## config.mk

```make
export PLATFORM = sky130hd
export DESIGN_NAME = memtest_seq
export DESIGN_NICKNAME = d
export VERILOG_FILES = /design/src/rtl/memtest_pkg.sv /design/src/rtl/memtest_pattern.sv /design/src/rtl/memtest_ctrl.sv /design/src/rtl/memtest_cmp.sv /design/src/rtl/memtest_seq.sv
export SDC_FILE = /design/constraint.sdc
export NUM_CORES = 1
export LEC_CHECK = 0
export ABC_AREA = 0
export BUFFER_PORTS_ARGS = -buffer_cell sky130_fd_sc_hd__buf_4
export CAP_MARGIN = 40
export CORE_AREA = 3 3 95 97
export CTS_CLUSTER_DIAMETER = 200
export DETAILED_ROUTE_END_ITERATION = 6
export DIE_AREA = 0 0 98 100
export HOLD_SLACK_MARGIN = 0.08
export PLACE_DENSITY = 0.78
export SLEW_MARGIN = 20
export SYNTH_ARGS = -nofsm -noshare
export SYNTH_HDL_FRONTEND = slang
export SYNTH_SLANG_ARGS = --single-unit
```

## constraint.sdc

```tcl
create_clock -name clk -period 4.92 [get_ports clk]
set_clock_uncertainty 0.15 [all_clocks]
set_input_delay 0.738 -clock clk [delete_from_list [all_inputs] [get_ports clk]]
set_output_delay 0.738 -clock clk [all_outputs]
set_load 0.1 [all_outputs]
```

## src/rtl/memtest_pkg.sv

```systemverilog
package memtest_pkg;

    localparam int WORD_W = 32;
    localparam int NUM_BG = 5;

    typedef logic [WORD_W-1:0] word_t;
    typedef logic [2:0]        bg_t;

    typedef enum logic [2:0] {
        ST_IDLE  = 3'd0,
        ST_WR    = 3'd1,
        ST_RD    = 3'd2,
        ST_DRAIN = 3'd3,
        ST_FIN   = 3'd4
    } state_e;

    localparam word_t CHECK_A = 32'hAAAA_AAAA;
    localparam word_t CHECK_B = 32'h5555_5555;

    // Data background for a given index and address parity.
    function automatic word_t bg_word(input bg_t bg, input logic odd);
        case (bg)
            3'd0:    bg_word = '1;
            3'd1:    bg_word = '0;
            3'd2:    bg_word = CHECK_A;
            3'd3:    bg_word = CHECK_B;
            default: bg_word = odd ? CHECK_B : CHECK_A;
        endcase
    endfunction

endpackage

```

## src/rtl/memtest_pattern.sv

```systemverilog
module memtest_pattern
    import memtest_pkg::*;
(
    input  bg_t   bg,
    input  logic  addr_odd,
    output word_t word
);
    always_comb word = bg_word(bg, addr_odd);
endmodule

```

## src/rtl/memtest_ctrl.sv

```systemverilog
module memtest_ctrl
    import memtest_pkg::*;
#(
    parameter int DEPTH = 1024,
    parameter int AW    = $clog2(DEPTH)
) (
    input  logic          clk,
    input  logic          rst,
    input  logic          start,
    input  logic          mismatch,
    output logic          accept,
    output logic          mem_cs,
    output logic          mem_we,
    output logic          rd_issue,
    output logic [AW-1:0] addr,
    output bg_t           bg,
    output logic          done
);
    localparam logic [AW-1:0] LAST_ADDR = AW'(DEPTH - 1);
    localparam bg_t           LAST_BG   = bg_t'(NUM_BG - 1);

    state_e        state_q, state_d;
    logic [AW-1:0] addr_q, addr_d;
    bg_t           bg_q, bg_d;

    assign accept = start && (state_q == ST_IDLE || state_q == ST_FIN);

    always_comb begin
        state_d = state_q;
        addr_d  = addr_q;
        bg_d    = bg_q;
        unique case (state_q)
            ST_IDLE, ST_FIN: begin
                if (accept) begin
                    state_d = ST_WR;
                    addr_d  = '0;
                    bg_d    = '0;
                end
            end
            ST_WR: begin
                if (addr_q == LAST_ADDR) begin
                    state_d = ST_RD;
                    addr_d  = '0;
                end else begin
                    addr_d = addr_q + AW'(1);
                end
            end
            ST_RD: begin
                if (mismatch) begin
                    state_d = ST_FIN;
                end else if (addr_q == LAST_ADDR) begin
                    state_d = ST_DRAIN;
                end else begin
                    addr_d = addr_q + AW'(1);
                end
            end
            ST_DRAIN: begin
                if (mismatch || bg_q == LAST_BG) begin
                    state_d = ST_FIN;
                end else begin
                    state_d = ST_WR;
                    addr_d  = '0;
                    bg_d    = bg_q + bg_t'(1);
                end
            end
            default: state_d = ST_IDLE;
        endcase
    end

    always_ff @(posedge clk) begin
        if (rst) begin
            state_q <= ST_IDLE;
            addr_q  <= '0;
            bg_q    <= '0;
        end else begin
            state_q <= state_d;
            addr_q  <= addr_d;
            bg_q    <= bg_d;
        end
    end

    assign mem_cs   = (state_q == ST_WR) || (state_q == ST_RD);
    assign mem_we   = (state_q == ST_WR);
    assign rd_issue = (state_q == ST_RD);
    assign addr     = addr_q;
    assign bg       = bg_q;
    assign done     = (state_q == ST_FIN);

    // write sweep advances one address per cycle
    p_wr_step_r4: assert property (@(posedge clk) disable iff (rst)
        (state_q == ST_WR && $past(state_q) == ST_WR) |-> addr_q == $past(addr_q) + AW'(1));

    // read sweep advances one address per cycle
    p_rd_step_r4: assert property (@(posedge clk) disable iff (rst)
        (state_q == ST_RD && $past(state_q) == ST_RD) |-> addr_q == $past(addr_q) + AW'(1));

    // memory is quiet once finished
    p_fin_quiet_r10: assert property (@(posedge clk) disable iff (rst)
        done |-> !mem_cs);

    // the result holds until a new start
    p_done_holds_r6: assert property (@(posedge clk) disable iff (rst)
        (done && !start) |=> done);

    // a start while running leaves the background index unchanged
    p_start_ignored_r9: assert property (@(posedge clk) disable iff (rst)
        (start && (state_q == ST_WR || state_q == ST_RD)) |=> $stable(bg_q));

endmodule

```

## src/rtl/memtest_cmp.sv

```systemverilog
module memtest_cmp
    import memtest_pkg::*;
#(
    parameter int AW = 10
) (
    input  logic          clk,
    input  logic          rst,
    input  logic          clear,
    input  logic          rd_issue,
    input  logic [AW-1:0] rd_addr,
    input  bg_t           rd_bg,
    input  word_t         rd_exp,
    input  word_t         mem_rdata,
    output logic          mismatch,
    output logic          fail,
    output logic [AW-1:0] fail_addr,
    output bg_t           fail_bg,
    output word_t         fail_xor
);
    typedef struct packed {
        logic          valid;
        logic [AW-1:0] addr;
        bg_t           bg;
        word_t         exp;
    } pend_t;

    typedef struct packed {
        logic          hit;
        logic [AW-1:0] addr;
        bg_t           bg;
        word_t         diff;
    } result_t;

    pend_t   pend_q;
    result_t res_q;
    word_t   diff;

    assign diff     = mem_rdata ^ pend_q.exp;
    assign mismatch = pend_q.valid && !res_q.hit && (diff != '0);

    always_ff @(posedge clk) begin
        if (rst || clear) begin
            pend_q <= '0;
            res_q  <= '0;
        end else begin
            pend_q.valid <= rd_issue;
            pend_q.addr  <= rd_addr;
            pend_q.bg    <= rd_bg;
            pend_q.exp   <= rd_exp;
            if (mismatch) begin
                res_q.hit  <= 1'b1;
                res_q.addr <= pend_q.addr;
                res_q.bg   <= pend_q.bg;
                res_q.diff <= diff;
            end
        end
    end

    assign fail      = res_q.hit;
    assign fail_addr = res_q.addr;
    assign fail_bg   = res_q.bg;
    assign fail_xor  = res_q.diff;

    // a compare only happens the cycle after a read was issued
    p_cmp_after_read_r5: assert property (@(posedge clk) disable iff (rst)
        mismatch |-> $past(rd_issue));

    // the first failure record is frozen until cleared
    p_fail_sticky_r6: assert property (@(posedge clk) disable iff (rst)
        (fail && !clear) |=> (fail && $stable(fail_addr) && $stable(fail_xor)));

    // a recorded difference is never zero
    p_diff_nonzero_r6: assert property (@(posedge clk) disable iff (rst)
        fail |-> fail_xor != '0);

endmodule

```

## src/rtl/memtest_seq.sv

```systemverilog
module memtest_seq
    import memtest_pkg::*;
#(
    parameter int DEPTH = 1024,
    parameter int AW    = $clog2(DEPTH)
) (
    input  logic          clk,
    input  logic          rst,
    input  logic          start,
    output logic          mem_cs,
    output logic          mem_we,
    output logic [AW-1:0] mem_addr,
    output logic [31:0]   mem_wdata,
    input  logic [31:0]   mem_rdata,
    output logic          done,
    output logic          pass,
    output logic          fail,
    output logic [AW-1:0] fail_addr,
    output logic [2:0]    fail_bg,
    output logic [31:0]   fail_xor
);
    logic  accept, mismatch, rd_issue;
    bg_t   bg;
    word_t pattern;

    memtest_ctrl #(.DEPTH(DEPTH), .AW(AW)) u_ctrl (
        .clk      (clk),
        .rst      (rst),
        .start    (start),
        .mismatch (mismatch),
        .accept   (accept),
        .mem_cs   (mem_cs),
        .mem_we   (mem_we),
        .rd_issue (rd_issue),
        .addr     (mem_addr),
        .bg       (bg),
        .done     (done)
    );

    memtest_pattern u_pat (
        .bg       (bg),
        .addr_odd (mem_addr[0]),
        .word     (pattern)
    );

    memtest_cmp #(.AW(AW)) u_cmp (
        .clk       (clk),
        .rst       (rst),
        .clear     (accept),
        .rd_issue  (rd_issue),
        .rd_addr   (mem_addr),
        .rd_bg     (bg),
        .rd_exp    (pattern),
        .mem_rdata (mem_rdata),
        .mismatch  (mismatch),
        .fail      (fail),
        .fail_addr (fail_addr),
        .fail_bg   (fail_bg),
        .fail_xor  (fail_xor)
    );

    assign mem_wdata = pattern;
    assign pass      = done && !fail;

    // write strobe only inside a selected cycle
    p_we_in_cs_r10: assert property (@(posedge clk) disable iff (rst)
        mem_we |-> mem_cs);

    // a finish with a recorded failure never reports pass
    p_fail_done_r6: assert property (@(posedge clk) disable iff (rst)
        (done && fail) |-> !pass);

endmodule

```

# After elaboration in Yosys (flattened, before gate mapping)
# Cells that the tools add are included.
[totals]
reg_bits = 108
latch_bits = 0
mem_bits_rw = 0
mem_bits_ro = 0
output_inout_bits = 92
word_cells = 64
mem_count = 0
[op_classes]
addsub = 2
multipliers = 0
div = 0
magnitude_cmp = 0
n_eq_ne = 15
shift = 0
n_mux = 17
n_bitwise = 1
n_reduce_logical = 18
[ops]
columns = ["operator", "n"]
rows = [
  ["$pmux W32 S4", 1],
  ["$mux W10", 5],
  ["$pmux W10 S4", 1],
  ["$mux W32", 1],
  ["$reduce_bool A32 Y1", 1],
  ["$xor A32 B32 Y32", 1],
  ["$mux W3", 7],
  ["$eq A3 B2 Y1 const B", 4],
  ["$pmux W3 S4", 1],
  ["$add A10 B1 Y10 const B", 1],
  ["$eq A10 B10 Y1 const B", 1],
  ["$eq A3 B1 Y1 const B", 2],
  ["$eq A3 B3 Y1 const B", 2],
  ["$logic_not A3 Y1", 2],
  ["$ne A2 B2 Y1 const B", 3],
  ["$pmux W3 S2", 1],
  ["$reduce_and A3 Y1", 2],
  ["$reduce_and A5 Y1", 1],
  ["$logic_and A1 B1 Y1", 4],
  ["$logic_or A1 B1 Y1", 4],
  ["$ne A2 B1 Y1 const B", 2],
  ["$reduce_bool A4 Y1", 1],
  ["$add A3 B1 Y3 const B", 1],
  ["$ne A3 B3 Y1 const B", 1],
  ["other kinds (3)", 3],
]

# Depth between registers and ports, before layout
[depth]
word_depth = 6
ltp_mapped = 9
depth_no_buf = 8

# Modules after synthesis
# From an unflattened synthesis, not the netlist that was laid out.
[unflattened]
cells_unflattened = 490
area_unflattened_um2 = 4648.2
[modules_own_cells]
columns = ["module", "n_inst", "cells_per_inst", "area_each_um2", "seq_area_each_um2"]
rows = [
  ["memtest_cmp", 1, 339, 3443.3, 1841.8],
  ["memtest_ctrl", 1, 116, 938.4, 320.3],
  ["memtest_pattern", 1, 34, 252.7, 0.0],
  ["memtest_seq", 1, 1, 13.8, 0.0],
]

# Worst setup path before layout
# Ideal clock, no wire load.
[synth_timing]
kind = "reg-to-output"
from = "reg u_ctrl.bg_q[0], in the netlist u_ctrl.bg[0]"
to = "out mem_wdata[11]"
arrival_time_ns = 4.501
setup_slack_ns = -0.469
stages_incl_launch_ff = 6
n_path_buf = 1
cell_sequence = "dfxtp_1 > ha_1 > ha_1 > nor4_1 > o31ai_1 > buf_4"
[synth_between]
elab_chain_cells = 2
[synth_rtl]
columns = ["element", "line_no", "rtl"]
rows = [
  ["from (decl)", "memtest_ctrl.sv:24", "bg_t bg_q, bg_d;"],
  ["from (signal assigned)", "memtest_ctrl.sv:78", "bg_q <= bg_d;"],
  ["$eq A3 B2 Y1, or another cell as far along", "memtest_pkg.sv:22", "case (bg)"],
  ["$pmux W32 S4 (*)", "memtest_pkg.sv:22", ""],
  ["to (decl)", "memtest_seq.sv:13", "output logic [31:0] mem_wdata,"],
]
# Every way passes the cells marked *; elsewhere a longest branch is shown, timed or not.

# Worst setup path after layout
[layout_timing]
from = "reg u_cmp.pend_q[29] (netlist bit)"
to = "reg u_ctrl.bg_q[2], in the netlist u_ctrl.bg[2]"
[layout_between]
elab_chain_cells = 6
[layout_rtl]
columns = ["element", "line_no", "rtl"]
rows = [
  ["from (decl)", "memtest_cmp.sv:34", "pend_t pend_q;"],
  ["$xor A32 B32 Y32", "memtest_cmp.sv:38", "assign diff = mem_rdata ^ pend_q.exp;"],
  ["$reduce_bool A32 Y1", "memtest_cmp.sv:39", "assign mismatch = pend_q.valid && !res_q.hit && (diff != '0);"],
  ["$logic_and A1 B1 Y1", "memtest_cmp.sv:39", ""],
  ["$logic_or A1 B1 Y1", "memtest_ctrl.sv:58", "if (mismatch || bg_q == LAST_BG) begin"],
  ["$ne A2 B2 Y1 (no source line)", "--", ""],
  ["$reduce_and A3 Y1 (no source line)", "--", ""],
]
# No other way between the ends.
# A chain may end at the register's enable or synchronous reset.

==> results_dict.tcl <==
set metrics [dict create \
    core_area_um2 8220 \
    vdd_ir_drop_max_mv 0.140 \
    grt_overflow_total 0 \
    track_usage 0.186 \
    crit_chain "buf_4 -> nand4_1 -> a2bb2oi_1 -> nor4_2 -> a21oi_4 -> or4b_4 -> o32ai_1" \
    finalHoldViolations 0 \
    regToRegEndpoint "u_ctrl.bg[2]" \
    min_to "u_cmp.fail_bg[2]" \
    path_clk_slew_ns 0.09 \
    ys_warn_count 0 \
    synth-edff-count 0 \
    syn_area_per_cell_um2 8.98 \
    synthArstFlopShare 0 \
    status "finished clean" \
    ys_ff_latch 78 \
    finalCritPeriodShare 0.644 \
    drv_slew 0 \
    worst-path-buf-inv 1 \
    fin_total_pwr_w 0.00126 \
    min_path_cells 2 \
    cts_hold_buffers 0 \
    drive_above_1_share 0.298 \
    die_w_um 98 \
    post-place-cells 605 \
    place_ws_ns 1.79 \
    slowest_delay_ns 0.75 \
    gp_congestion 0.831 \
    p_per_area_nw_per_um2 261 \
    syn-num-nets 463 \
    nets 552 \
    fin_cells 621 \
    syn_inst 422 \
    crit_fanout 14 \
    synth_top_area_cell "dfxtp_1" \
    insertedDiodeCount 0 \
    drt_iter0_drc 165 \
    drv_cap 0 \
    grt_pass1_vias 2957 \
    min_period_ns 3.17 \
    routedWlPerCell_um 15.2 \
    synth_top_flop_cell "dfxtp_1" \
    cts_root_buffer "clkbuf_8" \
    crit_type "reg -> reg" \
    port_buffers 126 \
    finalWirelength_um 9410 \
    crit_family "simple AND/OR/NAND/NOR gates" \
    synth.most_common_cell "dfxtp_1" \
    io_pins 127 \
    grt_max_degree 50 \
    final.setup.tns_ns 0 \
    finalSetupViolCount 0 \
    setup_slack_ns 1.75 \
    dp_hpwl_um 7060 \
    vias_per_cell 5.35 \
    clk_latency_ns 0.36 \
    cpMaxStageDelayCell "dfxtp_1" \
    cts-buffers-inserted 9 \
    area_delta_synth_final_pct 27.1 \
    grt_pass1_wl_um 14900 \
    clock-sinks 78 \
    power.leakage_nw 1.91 \
    critPathRequiredTime_ns 5.02 \
    cts_resized 0 \
    r2r_slack_ns 1.75 \
    hold_path.startpoint "u_cmp.pend_q[34]" \
    antenna_found_initial 0 \
    die_height_um 100 \
    rr_startpoint "u_cmp.pend_q[29]" \
    max_freq_mhz 316 \
    end_kind "register" \
    cp.depth 7 \
    firstDrtPassIters 4 \
    start_kind "register" \
    rsz0062_at_grt "false" \
    cts_tree "done" \
    synth_top_area_frac 0.412 \
    synth_common_cells "dfxtp_1, nor2_1, a211oi_1, buf_4, xnor2_1" \
    cts_buffer_depth 2 \
    route.detailed.drc 0 \
    start_util 0.461 \
    relSlewSlack 0.446 \
    synthDistinctLibCells 51 \
    die-area_um2 9800 \
    tightestPinTransition_ns 0.826 \
    fill_cells 721 \
    seq_area_frac_synth 0.412 \
    vias 3325 \
    yosys-top-cells-area "dfxtp_1, xnor2_1, a211oi_1, buf_4, nor2_1" \
    cts_htree_levels 3 \
    min_path_type "reg -> reg" \
    netlist_area_um2 3790 \
    post-cts-setup-buffer-count 0 \
    antenna_left 0 \
    rows 33 \
    arrival_ns 3.27 \
    r2r_cells 7 \
]
layout by cell type, fill, tap and decap left out, drive strengths merged, types with 6 or more instances in the layout:
master  Yosys  routed
a21oi      11      11
nor3        7       7
ha          6       6
mux2i      13      13
dfxtp      78      78
and3        7       7
nand4       9       9
nor4       10      10
nand2      15      15
a211oi     33      33
nor2       61      61
inv         8       9
clkbuf     16      10
xnor2      32      32
and2       16      16
buf        38     132
routing by layer:
layer	part of all wire	up-vias	wire, um	GRT usage
met1	0.47	1545	4400	0.254
li1	-	1656	-	-
met5	0	-	0	0
met4	0.011	0	104	0.0554
met2	0.45	113	4240	0.287
met3	0.070	11	659	0.0521
flip-flops by register name (all words and copies together) (netlist names):
register / count
u_cmp.pend_q: 16
u_cmp.fail_addr: 10
u_cmp.fail: 1
u_cmp.fail_xor: 32
u_ctrl.bg: 3
u_ctrl.addr: 10
u_cmp.fail_bg: 3
u_ctrl.state_q: 3
power breakdown:
group          switching (W)  internal (W)  leakage, nW  total [W]
logic              0.0000765     0.0000544         1.19   0.000131
registers          0.0000101      0.000634        0.629   0.000644
clock network       0.000244      0.000237       0.0891   0.000481
total               0.000330      0.000925         1.91    0.00126
worst max path at each step:
stage,from,endpoint
after floorplan,u_ctrl.bg[0],mem_wdata[11]
after global placement,u_cmp.pend_q[29],u_cmp.fail_bg[2]
after detailed placement,u_cmp.pend_q[29],u_ctrl.bg[2]
after CTS,u_cmp.pend_q[29],u_ctrl.bg[2]
final,u_cmp.pend_q[29],u_ctrl.bg[2]
after global routing,u_cmp.pend_q[29],u_ctrl.bg[2]
through the flow:
stage           util  area, um^2  hold slack, ns
6_report       0.586        4820           0.306
5_1_grt        0.586        4820           0.337
4_1_cts        0.586        4820           0.315
3_5_place_dp   0.562        4620           0.308
3_3_place_gp   0.558        4580           0.296
2_1_floorplan      -        3790           0.290
cell type report:
class	instances	area [um^2]	share of cell area
tap	105	131	0.0273
sequential	78	1560	0.324
timing repair buffer	132	1010	0.210
inverter	8	30.0	0.00624
multi-input combinational	282	1880	0.391
clock buffer	10	128	0.0265
clock inverter	6	70.1	0.0145
kinds of logic after synthesis:
group                    synth area share
buffers and inverters              0.0951
flip-flops                          0.412
multiplexers                       0.0343
adder cells (fa/ha/maj)            0.0198
AO/OA/AOI/OAI                       0.163
XOR/XNOR                           0.0740
AND/OR/NAND/NOR                     0.201
tightest hold or removal path, cell delays in order (launching register included):
cell     delay [ns]
dfxtp_1        0.31
mux2i_1        0.06
nor2_1         0.07
Note: power is estimated with default switching activity, not from simulation.
